$ cat src/rtl/pcm_hwy_pkg.sv
package pcm_hwy_pkg;

    // Transfer fields that the transmit lane needs
    typedef struct packed {
        logic wide;
        logic dbl;
        logic tri_early;
    } pcm_fmt_t;

    // Number of pclk cycles a sample occupies on the highway
    function automatic int unsigned win_cycles(input logic wide, input logic dbl,
                                               input int unsigned wide_bits,
                                               input int unsigned narrow_bits);
        int unsigned b;
        b = wide ? wide_bits : narrow_bits;
        return dbl ? (2 * b) : b;
    endfunction

endpackage

$ cat src/rtl/pcm_frame_timer.sv
module pcm_frame_timer #(
    parameter int CNT_W = 11
) (
    input  logic             pclk,
    input  logic             rst_n,
    input  logic             fsync,
    output logic             frame_start,
    output logic [CNT_W-1:0] pos
);
    localparam logic [CNT_W-1:0] CNT_MAX = '1;

    typedef struct packed {
        logic             fs_prev;
        logic [CNT_W-1:0] cnt;
    } tmr_t;

    tmr_t st_q, st_d;

    always_comb begin
        st_d         = st_q;
        frame_start  = fsync & ~st_q.fs_prev;
        pos          = frame_start ? '0 : st_q.cnt;
        st_d.fs_prev = fsync;
        st_d.cnt     = (pos == CNT_MAX) ? pos : pos + 1'b1;
    end

    always_ff @(posedge pclk or negedge rst_n) begin
        if (!rst_n) begin
            st_q <= '{fs_prev: 1'b0, cnt: CNT_MAX};
        end else begin
            st_q <= st_d;
        end
    end
endmodule

$ cat src/rtl/pcm_tx_lane.sv
module pcm_tx_lane
    import pcm_hwy_pkg::*;
#(
    parameter int CNT_W    = 11,
    parameter int START_W  = 10,
    parameter int SAMPLE_W = 16,
    parameter int NARROW_W = 8
) (
    input  logic                pclk,
    input  logic                rst_n,
    input  logic                frame_start,
    input  logic [CNT_W-1:0]    pos,
    input  logic [START_W-1:0]  start,
    input  pcm_fmt_t            fmt,
    input  logic [SAMPLE_W-1:0] tx_sample,
    output logic                dtx,
    output logic                dtx_oe
);
    localparam int IDX_W = $clog2(SAMPLE_W);

    typedef struct packed {
        logic [SAMPLE_W-1:0] hold;
        logic                oe;
        logic                dat;
        logic                last;
    } tx_t;

    tx_t st_q, st_d;
    logic kill_q;

    logic [CNT_W-1:0]    len;
    logic [CNT_W-1:0]    offs;
    logic [CNT_W-1:0]    step;
    logic [IDX_W-1:0]    idx;
    logic [SAMPLE_W-1:0] src;
    logic                in_win;

    always_comb begin
        st_d   = st_q;
        len    = CNT_W'(win_cycles(fmt.wide, fmt.dbl, SAMPLE_W, NARROW_W));
        offs   = pos - CNT_W'(start);
        in_win = (pos >= CNT_W'(start)) && (offs < len);
        step   = fmt.dbl ? (offs >> 1) : offs;
        idx    = IDX_W'(fmt.wide ? SAMPLE_W - 1 : NARROW_W - 1) - IDX_W'(step);
        src    = frame_start ? tx_sample : st_q.hold;

        st_d.hold = src;
        st_d.oe   = in_win;
        st_d.dat  = in_win & src[idx];
        st_d.last = in_win && (offs == len - 1'b1);
    end

    always_ff @(posedge pclk or negedge rst_n) begin
        if (!rst_n) begin
            st_q <= '0;
        end else begin
            st_q <= st_d;
        end
    end

    // Half-cycle release marker, set in the falling half of the last cycle
    always_ff @(negedge pclk or negedge rst_n) begin
        if (!rst_n) begin
            kill_q <= 1'b0;
        end else begin
            kill_q <= st_q.last;
        end
    end

    assign dtx_oe = st_q.oe & ~(fmt.tri_early & kill_q & st_q.last);
    assign dtx    = st_q.dat & dtx_oe;
endmodule

$ cat src/rtl/pcm_rx_lane.sv
module pcm_rx_lane
    import pcm_hwy_pkg::*;
#(
    parameter int CNT_W    = 11,
    parameter int START_W  = 10,
    parameter int SAMPLE_W = 16,
    parameter int NARROW_W = 8
) (
    input  logic                pclk,
    input  logic                rst_n,
    input  logic [CNT_W-1:0]    pos,
    input  logic [START_W-1:0]  start,
    input  logic                wide,
    input  logic                dbl,
    input  logic                drx,
    output logic [SAMPLE_W-1:0] rx_sample,
    output logic                rx_valid
);
    typedef struct packed {
        logic                samp;
        logic                last;
        logic                valid;
        logic [SAMPLE_W-1:0] data;
    } rx_t;

    rx_t st_q, st_d;
    logic [SAMPLE_W-1:0] shift_q;

    logic [CNT_W-1:0] len;
    logic [CNT_W-1:0] offs;
    logic             in_win;

    always_comb begin
        st_d   = st_q;
        len    = CNT_W'(win_cycles(wide, dbl, SAMPLE_W, NARROW_W));
        offs   = pos - CNT_W'(start);
        in_win = (pos >= CNT_W'(start)) && (offs < len);

        st_d.samp  = in_win & (~dbl | ~offs[0]);
        st_d.last  = in_win && (offs == len - CNT_W'(1) - CNT_W'(dbl));
        st_d.valid = st_q.last;
        if (st_q.last) begin
            st_d.data = wide ? shift_q
                             : {{(SAMPLE_W-NARROW_W){1'b0}}, shift_q[NARROW_W-1:0]};
        end
    end

    always_ff @(posedge pclk or negedge rst_n) begin
        if (!rst_n) begin
            st_q <= '0;
        end else begin
            st_q <= st_d;
        end
    end

    always_ff @(negedge pclk or negedge rst_n) begin
        if (!rst_n) begin
            shift_q <= '0;
        end else if (st_q.samp) begin
            shift_q <= {shift_q[SAMPLE_W-2:0], drx};
        end
    end

    assign rx_sample = st_q.data;
    assign rx_valid  = st_q.valid;
endmodule

$ cat src/rtl/pcm_hwy_port.sv
module pcm_hwy_port
    import pcm_hwy_pkg::*;
#(
    parameter int START_W  = 10,
    parameter int SAMPLE_W = 16,
    parameter int NARROW_W = 8
) (
    input  logic                pclk,
    input  logic                rst_n,
    input  logic                fsync,
    input  logic                drx,
    input  logic [START_W-1:0]  cfg_tx_start,
    input  logic [START_W-1:0]  cfg_rx_start,
    input  logic                cfg_wide,
    input  logic                cfg_dbl,
    input  logic                cfg_tri_early,
    input  logic [SAMPLE_W-1:0] tx_sample,
    output logic                dtx,
    output logic                dtx_oe,
    output logic [SAMPLE_W-1:0] rx_sample,
    output logic                rx_valid
);
    // Wide enough to pass the latest window end, so saturation never hits a slot
    localparam int CNT_W = $clog2((1 << START_W) + 2 * SAMPLE_W + 1);

    logic             frame_start;
    logic [CNT_W-1:0] pos;
    pcm_fmt_t         fmt;

    assign fmt = '{wide: cfg_wide, dbl: cfg_dbl, tri_early: cfg_tri_early};

    pcm_frame_timer #(.CNT_W(CNT_W)) u_timer (
        .pclk        (pclk),
        .rst_n       (rst_n),
        .fsync       (fsync),
        .frame_start (frame_start),
        .pos         (pos)
    );

    pcm_tx_lane #(
        .CNT_W(CNT_W), .START_W(START_W), .SAMPLE_W(SAMPLE_W), .NARROW_W(NARROW_W)
    ) u_tx (
        .pclk        (pclk),
        .rst_n       (rst_n),
        .frame_start (frame_start),
        .pos         (pos),
        .start       (cfg_tx_start),
        .fmt         (fmt),
        .tx_sample   (tx_sample),
        .dtx         (dtx),
        .dtx_oe      (dtx_oe)
    );

    pcm_rx_lane #(
        .CNT_W(CNT_W), .START_W(START_W), .SAMPLE_W(SAMPLE_W), .NARROW_W(NARROW_W)
    ) u_rx (
        .pclk      (pclk),
        .rst_n     (rst_n),
        .pos       (pos),
        .start     (cfg_rx_start),
        .wide      (cfg_wide),
        .dbl       (cfg_dbl),
        .drx       (drx),
        .rx_sample (rx_sample),
        .rx_valid  (rx_valid)
    );
endmodule

$ cat config.mk
export PLATFORM = sky130hd
export DESIGN_NAME = pcm_hwy_port
export DESIGN_NICKNAME = d
export VERILOG_FILES = /design/src/rtl/pcm_hwy_pkg.sv /design/src/rtl/pcm_frame_timer.sv /design/src/rtl/pcm_tx_lane.sv /design/src/rtl/pcm_rx_lane.sv /design/src/rtl/pcm_hwy_port.sv
export SDC_FILE = /design/constraint.sdc
export NUM_CORES = 1
export LEC_CHECK = 0
export BUFFER_PORTS_ARGS = -buffer_cell sky130_fd_sc_hd__buf_2
export CORE_UTILIZATION = 55
export DETAILED_ROUTE_END_ITERATION = 16
export PLACE_DENSITY_LB_ADDON = 0.15
export REMOVE_ABC_BUFFERS = 1
export SLEW_MARGIN = 20
export SYNTH_ARGS = -nofsm -noshare
export SYNTH_HDL_FRONTEND = slang
export SYNTH_SLANG_ARGS = --single-unit
$ cat constraint.sdc
create_clock -name pclk -period 4.1 [get_ports pclk]
set_input_delay 0.41 -clock pclk [delete_from_list [all_inputs] [get_ports pclk]]
set_output_delay 0.41 -clock pclk [all_outputs]
set_load 0.01 [all_outputs]
# ---- Word-level counts from Yosys, hierarchy flattened
# Index checks and enable logic that the tools add are counted.
dict set report op_classes {
  addsub 6
  mul 0
  n_div 0
  magnitude_cmp 5
  eq_ne 3
  shift 0
  n_mux 10
  n_bitwise 12
  n_reduce_logical 4
}
# cell count
set op_table {}
lappend op_table {{two-way mux 11 bit} 3}
lappend op_table {{two-way mux 16 bit} 2}
lappend op_table {{== test 11 bit} 2}
lappend op_table {{>= comparator 11 x 10 -> 1 bit} 2}
lappend op_table {{less-than comparator 11 bit} 2}
lappend op_table {{subtractor 11 x 10 -> 11 bit} 2}
lappend op_table {{adder 11 x 1 -> 11 bit, second input constant} 1}
lappend op_table {{== test 11 bit, second input constant} 1}
lappend op_table {{subtractor 11 x 1 -> 11 bit} 1}
lappend op_table {{subtractor 11 x 1 -> 11 bit, second input constant} 1}
lappend op_table {{two-way mux 4 bit} 2}
lappend op_table {{bitwise AND 1 bit} 7}
lappend op_table {{less-than comparator 4 x 5 -> 1 bit, second input constant} 1}
lappend op_table {{two-way mux 5 bit} 1}
lappend op_table {{binary-select mux 1 bit (select 4 bit)} 1}
lappend op_table {{logical AND 1 bit} 4}
lappend op_table {{NOT 1 bit} 4}
lappend op_table {{subtractor 4 bit} 1}
lappend op_table {{two-way mux 1 bit} 1}
lappend op_table {{OR 1 bit} 1}
dict set report totals {
  reg_bits 67
  latchBits 0
  ram_bits 0
  romBits 0
  input_bits 43
  output_inout_bits 19
  word_cells 52
  memories 0
}

# ---- Longest topological paths before layout
dict set report logic_depth {
  ltp_word 9
  ltp_mapped 17
  mapped_depth_nobuf 14
}

# ---- Cells and area by module
# From an unflattened synthesis, not the netlist that was laid out.
dict set report unflattened {
  cells_unflattened 419
  hier_area_um2 4329.2
}
# module instances cells_per_inst area_per_inst_um2
set by_module_without_submodules {}
lappend by_module_without_submodules {pcm_rx_lane 1 192 2031.9}
lappend by_module_without_submodules {pcm_tx_lane 1 157 1596.5}
lappend by_module_without_submodules {pcm_frame_timer 1 70 700.7}

==> results.py <==
metrics = {
    "status": {
        "outcome": "completed",
    },
    "cells_and_area": {
        "n_fill_cell": 687,
        "layout.cell_area.non_filler_mm2": 0.00505,
        "num_antenna_cells": 0,
        "nets": 606,
        "regArea_mm2": 0.00169,
        "multiInputGateArea_mm2": 0.00248,
        "layout_cell_share_with_drive_strength_beyond_1_pct": 24.6,
        "area_growth_syn_to_layout_pct": 10.9,
    },
    "clock_network": {
        "clockRootBuffer": "sky130_fd_sc_hd__clkbuf_8",
        "h-tree-depth": 3,
        "holdBufCountCts": 0,
        "cts-buffers-inserted": 9,
        "clock_tree.buffer_depth": 2,
        "cts.sink_count": 67,
        "cts_post_setup_buffers_inserted": 0,
        "worst_setup_hold_path_clk_slew_ns": 0.08,
        "tritoncts": "done",
        "worst_skew_pair.late_latency_ns": 0.35,
        "post_cts_resized": 0,
    },
    "yosys": {
        "synthTopCellsByArea": "sky130_fd_sc_hd__dfrtp_1, sky130_fd_sc_hd__dfrtn_1, sky130_fd_sc_hd__ha_1",
        "yosysMostFrequentCell": "sky130_fd_sc_hd__nand2_1",
        "yosys_register_bits": 67,
        "ys_warn_count": 0,
        "netlist-cell-type-count": 65,
        "synth_area_leader_cell": "sky130_fd_sc_hd__dfrtp_1",
        "ys.flop_type": "sky130_fd_sc_hd__dfrtp_1",
        "synth.top_cells.by_count": "sky130_fd_sc_hd__nand2_1, sky130_fd_sc_hd__inv_1, sky130_fd_sc_hd__dfrtp_1",
        "synthArstFlopShare_pct": 100,
        "synth_cells": 488,
        "synth_sequential_area_ratio_pct": 37.1,
        "post-synth-top-area-fraction_pct": 21.4,
        "synth.avg_cell_area_um2": 9.33,
        "syn_area_mm2": 0.00455,
        "synth-edff-count": 0,
    },
    "sta": {
        "fin_setup_tns_ns": 0,
        "rsz0062_at_grt": "no",
        "worst_slew_pin_slew_ns": 0.759,
        "report.final.hold_viol_count": 0,
        "final-max-slew-violation-count": 0,
        "setup_viol": 0,
        "worst_case_clock_skew_ns": 0.0213,
        "slew_headroom_pct": 48.4,
    },
    "floorplanning": {
        "floorplan.rows": 32,
        "boundaryPins": 62,
        "floorplan.die_area_mm2": 0.00864,
        "chipWidth_um": 93.0,
        "floorplan.core_area_mm2": 0.00785,
        "die_height_um": 93.0,
        "start_util_pct": 58.0,
    },
    "pwr": {
        "power_total_w": 0.00200,
        "p_leak_nw": 2.61,
        "combinationalPowerShare_pct": 32.9,
        "switchingPower_w": 0.000677,
        "power.internal_w": 0.00132,
        "swShare_pct": 33.9,
        "seq_power_share_pct": 37.0,
        "p_clk_share_pct": 30.1,
        "pwr_density_cell_mw_per_mm2": 395,
        "ir_drop_mv": 0.274,
    },
    "route": {
        "drt_drc_violations_left": 0,
        "wire_per_inst_um": 15.8,
        "via_per_inst": 5.64,
        "drt_iter0_drc": 141,
        "detail_route.wirelength_um": 10100,
        "postRouteAntennaNets": 0,
        "via_count": 3606,
        "drt_pre_antenna_iters": 4,
    },
    "grt": {
        "grt_max_degree": 37,
        "grt_pass1_wl_um": 17200,
        "globalRouteTotalUtil_pct": 25.7,
        "antenna_found_initial": 0,
        "use_met2_pct": 42.2,
        "via_count_of_the_first_global_routing_pass": 3577,
        "globalRoute.totalOverflow": 0,
        "top_usage_layer": "met2",
        "gr-usage-met3_pct": 6.34,
        "grt_util_met1_pct": 34.1,
    },
    "place": {
        "globalplace.congestion": 0.908,
        "io_buffer_count": 61,
        "place_hpwl_um": 7670,
        "postPlaceCellArea_mm2": 0.00483,
    },
    "min_path": {
        "hold_path_class": "in2async",
    },
    "critical_path": {
        "critPathSlowestCell": "sky130_fd_sc_hd__dfrtn_1",
        "worst_path_largest_cell_delay_ns": 0.33,
        "worst_setup_path_start_kind": "register",
        "timing.critical_path.cells": "a31oi_1, and2_1, buf_2",
        "worst-setup-path-type": "reg2out",
        "r2r_setup_slack_ns": 0.62,
        "timing.critical_path.to_type": "output port",
        "cp_max_fo": 2,
        "worstPathRequired_ns": 3.69,
        "worst-endpoint-arrival_ns": 3.16,
        "timing.critical_path.from": "u_tx.kill_q",
        "worst_reg2reg_startpoint": "u_timer.st_q[0]",
        "critPathBufInv": 1,
        "crit_family": "flip-flops",
    },
    "flow_run": {
        "drv_cap": 0,
    },
}
-- layout make-up --
cell class	instances	area share [%]
Tap cell	102	2.53
Clock inverter	6	1.36
Inverter	48	3.57
Sequential cell	67	33.5
Multi-Input combinational cell	339	49.2
Clock buffer	10	2.95
Timing Repair Buffer	67	6.94
-- registers in the layout, summed over array words and instances, names as in the netlist --
signal / cells
u_tx.st_q: 19
u_tx.kill_q: 1
u_rx.rx_sample: 16
u_rx.st_d: 1
u_rx.shift_q: 16
u_rx.rx_valid: 1
u_timer.st_q: 12
u_rx.st_q: 1
-- placed cells by master (no fill, tap or decap), drive strengths merged, types with 6 or more instances in the layout --
| cell | synthesis | final |
|---|---|---|
| nor3 | 14 | 14 |
| xor2 | 9 | 9 |
| clkbuf | 11 | 10 |
| a31oi | 6 | 6 |
| nor2 | 27 | 27 |
| mux2i | 21 | 21 |
| o21ai | 17 | 17 |
| buf | 23 | 67 |
| nand2 | 61 | 61 |
| or3 | 6 | 6 |
| dfstp | 11 | 11 |
| xnor2 | 10 | 10 |
| a21o | 7 | 7 |
| and2 | 9 | 9 |
| ha | 29 | 29 |
| dfrtp | 39 | 39 |
| nand3 | 11 | 11 |
| a21oi | 20 | 20 |
| mux2 | 25 | 25 |
| dfrtn | 17 | 17 |
| inv | 48 | 50 |
-- per-stage QoR --
step / utilization, % / setup slack [ns] / hold slack (ns) / std cells
finish: 64.3 / 0.529 / 0.115 / 639
global route: 64.3 / 0.424 / 0.168 / 639
CTS: 64.3 / 0.518 / 0.131 / 639
detailed placement: 61.6 / 0.547 / 0.459 / 623
global placement: 61.6 / 0.598 / 0.453 / 623
floorplan: - / 0.241 / 0.114 / 454
-- kinds of logic (layout without fill, tap and decap cells) --
| group | after synthesis | after routing | synth area share, % |
|---|---|---|---|
| and+or+nand+nor | 154 | 154 | 16.2 |
| AOI/OAI and AO/OA | 85 | 85 | 12.8 |
| buffers and inverters | 82 | 131 | 8.38 |
| DFF | 67 | 67 | 37.1 |
| muxes | 50 | 50 | 13.1 |
| adders and majority gates | 31 | 31 | 8.85 |
| xor gates and xnor gates | 19 | 19 | 3.66 |
-- worst register-to-register path: stages (launching register included) --
cell	delay, ns
sky130_fd_sc_hd__dfstp_2	0.52
sky130_fd_sc_hd__and2_1	0.18
sky130_fd_sc_hd__inv_1	0.10
sky130_fd_sc_hd__ha_1	0.22
sky130_fd_sc_hd__fa_1	0.40
sky130_fd_sc_hd__xor2_1	0.21
sky130_fd_sc_hd__mux2i_4	0.62
sky130_fd_sc_hd__mux2i_1	0.18
sky130_fd_sc_hd__mux4_2	0.50
sky130_fd_sc_hd__mux2i_1	0.19
sky130_fd_sc_hd__nor3_1	0.09
sky130_fd_sc_hd__nor4_2	0.21
-- per-layer routing --
layer / part of all wire, % / vias up
li1: - / 1776
met1: 46 / 1719
met2: 48 / 107
met3: 5.2 / 4
met4: 0.57 / 0
met5: 0 / -
-- final timing paths --
check,to,cells past startpoint
setup / recovery,dtx,3
hold / removal,u_rx.rx_sample[0],1
setup reg to reg,u_tx.st_q[1],11
hold reg to reg,u_rx.shift_q[15],1
max in group asynchronous,u_rx.shift_q[12],1
min in group pclk,u_timer.st_q[11],1
-- power groups by stage --
stage	Combinational (W)	Clock, W	Sequential (W)
after global placement	0.000627	0	0.000748
after CTS	0.000652	0.000617	0.000737
after global routing	0.000720	0.000645	0.000743
after floorplan	0.000487	0	0.000739
after detailed placement	0.000646	0	0.000748
final	0.000657	0.000601	0.000739
Note: power is estimated with default switching activity, not from simulation.
